## config.mk

```make
export PLATFORM = sky130hd
export DESIGN_NAME = cfsig_watchdog
export DESIGN_NICKNAME = d
export VERILOG_FILES = /design/src/rtl/cfsw_pkg.sv /design/src/rtl/cfsw_sig_acc.sv /design/src/rtl/cfsw_graph_tab.sv /design/src/rtl/cfsw_len_timer.sv /design/src/rtl/cfsig_watchdog.sv
export SDC_FILE = /design/constraint.sdc
export NUM_CORES = 1
export LEC_CHECK = 0
export BUFFER_PORTS_ARGS = -buffer_cell sky130_fd_sc_hd__buf_2
export CORE_ASPECT_RATIO = 0.5
export CORE_UTILIZATION = 60
export CTS_BUF_LIST = sky130_fd_sc_hd__clkbuf_16
export DETAILED_ROUTE_END_ITERATION = 6
export PLACE_DENSITY = 0.77
export SETUP_SLACK_MARGIN = 0.2
export SLEW_MARGIN = 0
export SYNTH_ARGS = -nofsm -noshare
export SYNTH_HDL_FRONTEND = slang
export SYNTH_SLANG_ARGS = --single-unit
```

## constraint.sdc

```tcl
create_clock -name clk -period 12.1 [get_ports clk]
set_clock_uncertainty 0.1 [all_clocks]
set_input_delay 2.42 -clock clk [delete_from_list [all_inputs] [get_ports clk]]
set_output_delay 2.42 -clock clk [all_outputs]
set_load 0.02 [all_outputs]
```

## src/rtl/cfsw_pkg.sv

```systemverilog
// Shared definitions for the control flow signature watchdog.
// Assumes: the error codes are visible at the top-level port, so their
// values are fixed.
package cfsw_pkg;

    typedef enum logic [1:0] {
        ERR_NONE = 2'b00,
        ERR_SIG  = 2'b01,
        ERR_ARC  = 2'b10,
        ERR_TIME = 2'b11
    } err_code_e;

endpackage

```

## src/rtl/cfsw_sig_acc.sv

```systemverilog
// Signature accumulator: folds every accepted instruction word into a
// running signature and gives out the value the signature would take
// with the current word included, so the top can compare it at a branch.
// Assumes: the word with the branch flag is the last word of its node.
// The accumulator restarts from zero after that word.
module cfsw_sig_acc #(
    parameter int          W    = 32,
    parameter logic [W-1:0] POLY = 32'h04C11DB7
) (
    input  logic         clk,
    input  logic         rst_n,
    input  logic         valid,
    input  logic         is_branch,
    input  logic         lfsr_mode,
    input  logic [W-1:0] word,
    output logic [W-1:0] sig_final
);

    logic [W-1:0] acc;
    logic [W-1:0] shifted;

    // Shift-register step with feedback through the polynomial
    always_comb begin
        shifted = {acc[W-2:0], 1'b0};
        if (acc[W-1]) begin
            shifted = shifted ^ POLY;
        end
    end

    // Pick the fold selected for this word
    always_comb begin
        if (lfsr_mode) begin
            sig_final = shifted ^ word;
        end else begin
            sig_final = acc ^ word;
        end
    end

    // Hold the running value; restart after the closing branch
    always_ff @(posedge clk) begin
        if (!rst_n) begin
            acc <= '0;
        end else if (valid) begin
            acc <= is_branch ? '0 : sig_final;
        end
    end

    AST_ACC_RESTARTS: assert property (@(posedge clk) disable iff (!rst_n)
        valid && is_branch |=> acc == '0);
    AST_ACC_IDLE_HOLDS: assert property (@(posedge clk) disable iff (!rst_n)
        !valid |=> $stable(acc));

endmodule

```

## src/rtl/cfsw_graph_tab.sv

```systemverilog
// Program-graph table: for each node it stores the reference signature
// and a small list of successor IDs, each with an enable bit. It reads
// out the entry of the running node and reports whether a branch target
// is an allowed successor.
// Assumes: NODES is a power of two, so every node ID addresses an entry.
module cfsw_graph_tab #(
    parameter int NODES = 16,
    parameter int NSUCC = 2,
    parameter int W     = 32,
    localparam int NODE_W = $clog2(NODES)
) (
    input  logic                    clk,
    input  logic                    rst_n,
    input  logic                    wr_en,
    input  logic [NODE_W-1:0]       wr_node,
    input  logic [W-1:0]            wr_sig,
    input  logic [NSUCC*NODE_W-1:0] wr_succ,
    input  logic [NSUCC-1:0]        wr_succ_en,
    input  logic [NODE_W-1:0]       rd_node,
    input  logic [NODE_W-1:0]       tgt,
    output logic [W-1:0]            exp_sig,
    output logic                    arc_ok
);

    logic [W-1:0]      sig_mem  [NODES];
    logic [NODE_W-1:0] succ_mem [NODES][NSUCC];
    logic [NSUCC-1:0]  en_mem   [NODES];
    logic [NSUCC-1:0]  hit;

    // Store one whole entry per write; reset empties the table
    always_ff @(posedge clk) begin
        if (!rst_n) begin
            for (int n = 0; n < NODES; n++) begin
                sig_mem[n] <= '0;
                en_mem[n]  <= '0;
                for (int k = 0; k < NSUCC; k++) begin
                    succ_mem[n][k] <= '0;
                end
            end
        end else if (wr_en) begin
            sig_mem[wr_node] <= wr_sig;
            en_mem[wr_node]  <= wr_succ_en;
            for (int k = 0; k < NSUCC; k++) begin
                succ_mem[wr_node][k] <= wr_succ[k*NODE_W +: NODE_W];
            end
        end
    end

    // One comparator per successor slot
    for (genvar k = 0; k < NSUCC; k++) begin : g_succ
        assign hit[k] = en_mem[rd_node][k] && (succ_mem[rd_node][k] == tgt);
    end

    assign exp_sig = sig_mem[rd_node];
    assign arc_ok  = |hit;

    AST_ENTRY_WRITTEN: assert property (@(posedge clk) disable iff (!rst_n)
        wr_en |=> sig_mem[$past(wr_node)] == $past(wr_sig));

endmodule

```

## src/rtl/cfsw_len_timer.sv

```systemverilog
// Node length timer: counts the words of the running node and flags a
// hang when the node reaches its maximum length on a word that is not a
// branch.
// Assumes: max_len = 0 turns the check off. After a hang the count
// restarts, so a long hang is flagged again every max_len words.
module cfsw_len_timer #(
    parameter int LEN_W = 8
) (
    input  logic             clk,
    input  logic             rst_n,
    input  logic             valid,
    input  logic             is_branch,
    input  logic [LEN_W-1:0] max_len,
    output logic             timeout
);

    logic [LEN_W-1:0] len;
    logic [LEN_W-1:0] last_idx;

    // Index of the last word a node may hold
    always_comb begin
        last_idx = max_len - 1'b1;
        timeout  = valid && !is_branch && (max_len != '0) && (len == last_idx);
    end

    // Count words; restart on a branch or a hang
    always_ff @(posedge clk) begin
        if (!rst_n) begin
            len <= '0;
        end else if (valid) begin
            if (is_branch || timeout) begin
                len <= '0;
            end else begin
                len <= len + 1'b1;
            end
        end
    end

    AST_LEN_RESTART: assert property (@(posedge clk) disable iff (!rst_n)
        valid && (is_branch || timeout) |=> len == '0);

endmodule

```

## src/rtl/cfsig_watchdog.sv

```systemverilog
// Control flow signature watchdog, top level. It tracks the running
// node, checks the signature and the successor arc at every branch,
// checks node length, and holds the first error it sees until cleared.
// Assumes: branch_tgt is valid in the cycle the branch word is accepted.
// When two errors arrive in one cycle, a signature error wins over an
// arc error.
module cfsig_watchdog
    import cfsw_pkg::*;
#(
    parameter int           NODES = 16,
    parameter int           NSUCC = 2,
    parameter int           W     = 32,
    parameter int           LEN_W = 8,
    parameter logic [W-1:0] POLY  = 32'h04C11DB7,
    localparam int          NODE_W = $clog2(NODES)
) (
    input  logic                    clk,
    input  logic                    rst_n,
    input  logic                    lfsr_mode,
    input  logic [LEN_W-1:0]        max_len,
    input  logic                    ins_valid,
    input  logic [W-1:0]            ins_word,
    input  logic                    ins_branch,
    input  logic [NODE_W-1:0]       branch_tgt,
    input  logic                    ref_we,
    input  logic [NODE_W-1:0]       ref_node,
    input  logic [W-1:0]            ref_sig,
    input  logic [NSUCC*NODE_W-1:0] ref_succ,
    input  logic [NSUCC-1:0]        ref_succ_en,
    input  logic                    err_clear,
    output logic                    err_flag,
    output logic [1:0]              err_code,
    output logic [NODE_W-1:0]       cur_node
);

    logic [W-1:0] sig_final;
    logic [W-1:0] exp_sig;
    logic         arc_ok;
    logic         timeout;
    logic         brk;
    logic         sig_bad;
    logic         arc_bad;
    err_code_e    new_code;
    err_code_e    held_code;

    cfsw_sig_acc #(.W(W), .POLY(POLY)) u_acc (
        .clk       (clk),
        .rst_n     (rst_n),
        .valid     (ins_valid),
        .is_branch (ins_branch),
        .lfsr_mode (lfsr_mode),
        .word      (ins_word),
        .sig_final (sig_final)
    );

    cfsw_graph_tab #(.NODES(NODES), .NSUCC(NSUCC), .W(W)) u_tab (
        .clk        (clk),
        .rst_n      (rst_n),
        .wr_en      (ref_we),
        .wr_node    (ref_node),
        .wr_sig     (ref_sig),
        .wr_succ    (ref_succ),
        .wr_succ_en (ref_succ_en),
        .rd_node    (cur_node),
        .tgt        (branch_tgt),
        .exp_sig    (exp_sig),
        .arc_ok     (arc_ok)
    );

    cfsw_len_timer #(.LEN_W(LEN_W)) u_len (
        .clk       (clk),
        .rst_n     (rst_n),
        .valid     (ins_valid),
        .is_branch (ins_branch),
        .max_len   (max_len),
        .timeout   (timeout)
    );

    // Classify this cycle's error by priority
    always_comb begin
        brk     = ins_valid && ins_branch;
        sig_bad = brk && (sig_final != exp_sig);
        arc_bad = brk && !arc_ok;
        if (sig_bad) begin
            new_code = ERR_SIG;
        end else if (arc_bad) begin
            new_code = ERR_ARC;
        end else if (timeout) begin
            new_code = ERR_TIME;
        end else begin
            new_code = ERR_NONE;
        end
    end

    // Move to the branch target node
    always_ff @(posedge clk) begin
        if (!rst_n) begin
            cur_node <= '0;
        end else if (brk) begin
            cur_node <= branch_tgt;
        end
    end

    // Hold the first error until a clear; a clear takes a new error
    always_ff @(posedge clk) begin
        if (!rst_n) begin
            err_flag  <= 1'b0;
            held_code <= ERR_NONE;
        end else if (!err_flag || err_clear) begin
            err_flag  <= (new_code != ERR_NONE);
            held_code <= new_code;
        end
    end

    assign err_code = held_code;

    AST_ERR_STICKY: assert property (@(posedge clk) disable iff (!rst_n)
        err_flag && !err_clear |=> err_flag && $stable(err_code));
    AST_CLEAR_DROPS: assert property (@(posedge clk) disable iff (!rst_n)
        err_clear && !sig_bad && !arc_bad && !timeout |=> !err_flag);
    AST_SIG_WINS: assert property (@(posedge clk) disable iff (!rst_n)
        (!err_flag || err_clear) && sig_bad |=> err_code == ERR_SIG);
    AST_NODE_FOLLOWS: assert property (@(posedge clk) disable iff (!rst_n)
        ins_valid && ins_branch |=> cur_node == $past(branch_tgt));

endmodule

```

==> key figures <==
Clock network
  – CTS tree: built
  – CTS H-tree depth: 3
  – Clk root buf: clkbuf_16
  – Cts hold-fix bufs: 0
  – CTS buffer count: 66
  – Clk sink count: between 700 and 800
  – CTS clk-pin slew, worst paths: about 0.070 ns
  – CTS resizes: 0
  – CTS max path bufs: 3
  – Setup repair bufs after CTS: 0
  – Clock Latency Late Sink: 0.61 ns

Worst setup path
  – Critical path fanouts, max: between 60 and 70
  – CP bufs+invs: 3
  – Worst setup startpoint: rst_n
  – Required @ worst endpoint: ~12 ns
  – CP most frequent cell: buf_4
  – CP endpoint kind: register
  – Worst-path cell chain: buf_2 -> buf_4 -> nand2_1 -> or3_1 -> nor3_2 -> buf_4 -> nand2b_2
  – Crit-path slowest cell: nand2b_2
  – Setup crit start kind: input port
  – Crit path max-delay family: simple AND/OR/NAND/NOR gates
  – CP Data Arrival Time: around 5.7 ns
  – WS Path Type: input port to register
  – Crit path largest cell delay: 1.08 ns

Power and ir drop
  – Sw frac: 23.21%
  – Gate power share: under 10%
  – Maximum VDD drop: approximately 0.11 mV
  – Leakage power: approximately 13 nW
  – Sequential share of power: a little over half
  – Psw: 1.257 mW
  – Pwr/cell area: roughly 150 nW/µm²
  – Clock power share: between 30 and 40%
  – Int Pwr: 4.157 mW

STA
  – # setup viols final: 0
  – Final Max Tran Viols: 0
  – Setup TNS: 0 ns
  – Slew Limit Headroom: 14.20%
  – Final hold vios: 0
  – Period utilization: 46.24%
  – Slew @ Worst Pin: between 1 and 1.5 ns
  – RSZ-0062 raised after global routing: false
  – Fin crit period: 5.595 ns
  – Fmax: between 0.15 and 0.2 GHz

Yosys
  – EDFF count, synth: 672
  – Synth Instances: 2236
  – Area leader, netlist: edfxtp_1
  – Yosys top cell area share: about three fifths
  – Yosys warns: 0
  – Synthesized flop and latch total: slightly above 700
  – Syn_nets: around 2300
  – Avg Inst Size Synth: 14.95 µm²
  – Library cells used by synthesis: 57
  – Post-synth top cells: 688 x and2_1, 672 x edfxtp_1, 163 x mux4_2
  – Post-synth top flop: edfxtp_1
  – Mapped cell area: ~33000 µm²
  – FFs w/ async S/R, synth: 0%
  – Top-count cell post-synth: and2_1
  – Share of the yosys chip area belonging to registers: 63.43%
  – Synth area leaders: edfxtp_1 60%, and2_1 13%, mux4_2 11%

GRT
  – Vias in the first global route: ~19000
  – Total congestion overflow: 0
  – First-pass GRT wire length: approximately 130000 µm
  – Initial antenna violation count: 2
  – Total track usage: 31.35%
  – Largest net degree at the start of global routing: 122

Placed design
  – IO Port Bufs: just over 100
  – Final HPWL DP: slightly above 50000 µm
  – Routability-driven placement congestion ratio: between 0.8 and 0.9

Detailed routing
  – Per-cell routed wire length: roughly 28 µm
  – Final wirelength: 86520 µm
  – DRT Pass-1 Iters: 5
  – Via/cell ratio: ~6.3
  – Via Count: 19375
  – DR iter-0 viols: 2630
  – Antenna Nets Post-Route: 0
  – DRC viols: 0

Cells and area
  – Layout Nets: approximately 2400
  – Fill count: between 3000 and 4000
  – Layout area overhead: 9.752%
  – Proportion of layout cells with a drive suffix above 1: 18.73%
  – Post-layout util: roughly two thirds

Die
  – Die extent in y: 168.9 µm
  – Initial Utilization: approximately 61%
  – Die Width: between 300 and 400 µm
  – Top-Level Pins: about 100
  – Cell Rows: 60
  – Die area: 56710 µm²
  – Std-Cell Core Area: around 54000 µm²

Outcome
  – Status: finished clean

Min path
  – Worst Min Path Start: cur_node[1]
  – Worst hold path class: register to register

Flow run
  – Max Cap Violations: 0
==> layout make-up <==
| type | instances | area, µm² | share of cell area, % |
|---|---|---|---|
| diodes | 4 | 10.01 | 0.02729 |
| clock buffers | 69 | 1727 | 4.707 |
| clock inverters | 44 | 289.0 | 0.7879 |
| inverters | 4 | 15.01 | 0.04093 |
| multi-input cells | 1321 | 11660 | 31.78 |
| flip-flops and latches | 723 | 21210 | 57.82 |
| well taps | 744 | 930.9 | 2.538 |
| repair buffers | 145 | 843.3 | 2.299 |
==> routing by layer <==
layer / vias to the layer above / wire length (µm) / track usage [%]
li1: 8248 / - / -
met4: 0 / 2426 / 9.946
met5: - / 0 / 0
met2: 1169 / 38700 / 46.41
met3: 147 / 10080 / 7.435
met1: 9811 / 35310 / 46.40
==> worst reg2reg max path, stage by stage (launching register included) <==
cell,delay (ns)
dfxtp_4,0.67
buf_4,0.71
buf_4,0.91
mux4_2,0.64
a22oi_1,0.40
nand2_1,0.29
xnor2_1,0.30
nand4_1,0.13
nor4_1,0.56
a21oi_1,0.23
o41a_1,0.45
==> power groups by stage <==
| stage | clock [mW] | sequential [mW] | combinational (mW) |
|---|---|---|---|
| final | 2.02 | 2.92 | 0.471 |
| after global routing | 2.12 | 2.93 | 0.495 |
| after CTS | 2.03 | 2.92 | 0.466 |
| after detailed placement | 0 | 2.97 | 0.463 |
| after global placement | 0 | 2.96 | 0.456 |
| after floorplan | 0 | 2.95 | 0.294 |
==> placed cells by master, fill, tap and decap left out, types with 13 or more instances in the layout <==
cell / instances
mux2i_1: 39
nand2_1: 51
dfxtp_1: 48
clkinv_1: 15
edfxtp_1: 672
nand4_1: 13
clkbuf_16: 69
a22oi_1: 84
and2_1: 688
a21oi_1: 17
inv_1: 21
o2bb2ai_1: 13
nor2b_1: 22
buf_4: 41
mux4_2: 163
xor2_1: 27
nor2_1: 28
xnor2_1: 76
buf_2: 103
==> flip-flops by register name (all words and copies together), names as in the netlist, named ones only <==
signal / count
u_acc.acc: 32
u_tab.en_mem: 32
u_tab.sig_mem: 512
u_tab.succ_mem: 128
u_len.len: 8
err_flag: 1
err_code: 2
cur_node: 4
==> cells by family after synthesis <==
| group | synth area share (%) |
|---|---|
| compound gates | 3.309 |
| flops | 63.43 |
| simple gates | 15.31 |
| buf+inv | 2.482 |
| mux | 12.66 |
| xor+xnor | 2.699 |
| fa+ha+maj | 0.1123 |
==> metrics by stage <==
step                cells  setup slack (ns)  hold slack, ns  cell area [µm²]  power [mW]
global route         3052             6.237          0.4201            36680       5.541
CTS                  3050             6.536          0.3997            36670       5.413
detailed placement   2937             5.949          0.3894            34660       3.435
global placement     2937             5.963          0.3795            34660       3.420
floorplan            2236             5.338          0.3910            33420       3.247
finish               3054             6.505          0.3940            36680       5.414
==> worst paths after layout <==
path,end,slack [ns],cells past startpoint
worst min register to register,register,0.39,2
worst max register to register,err_flag,6.59,10
worst min-delay path,register,0.39,2
worst max-delay path,u_tab.sig_mem[0][3],6.51,7
No activity file was read; power rests on OpenSTA's default activity.
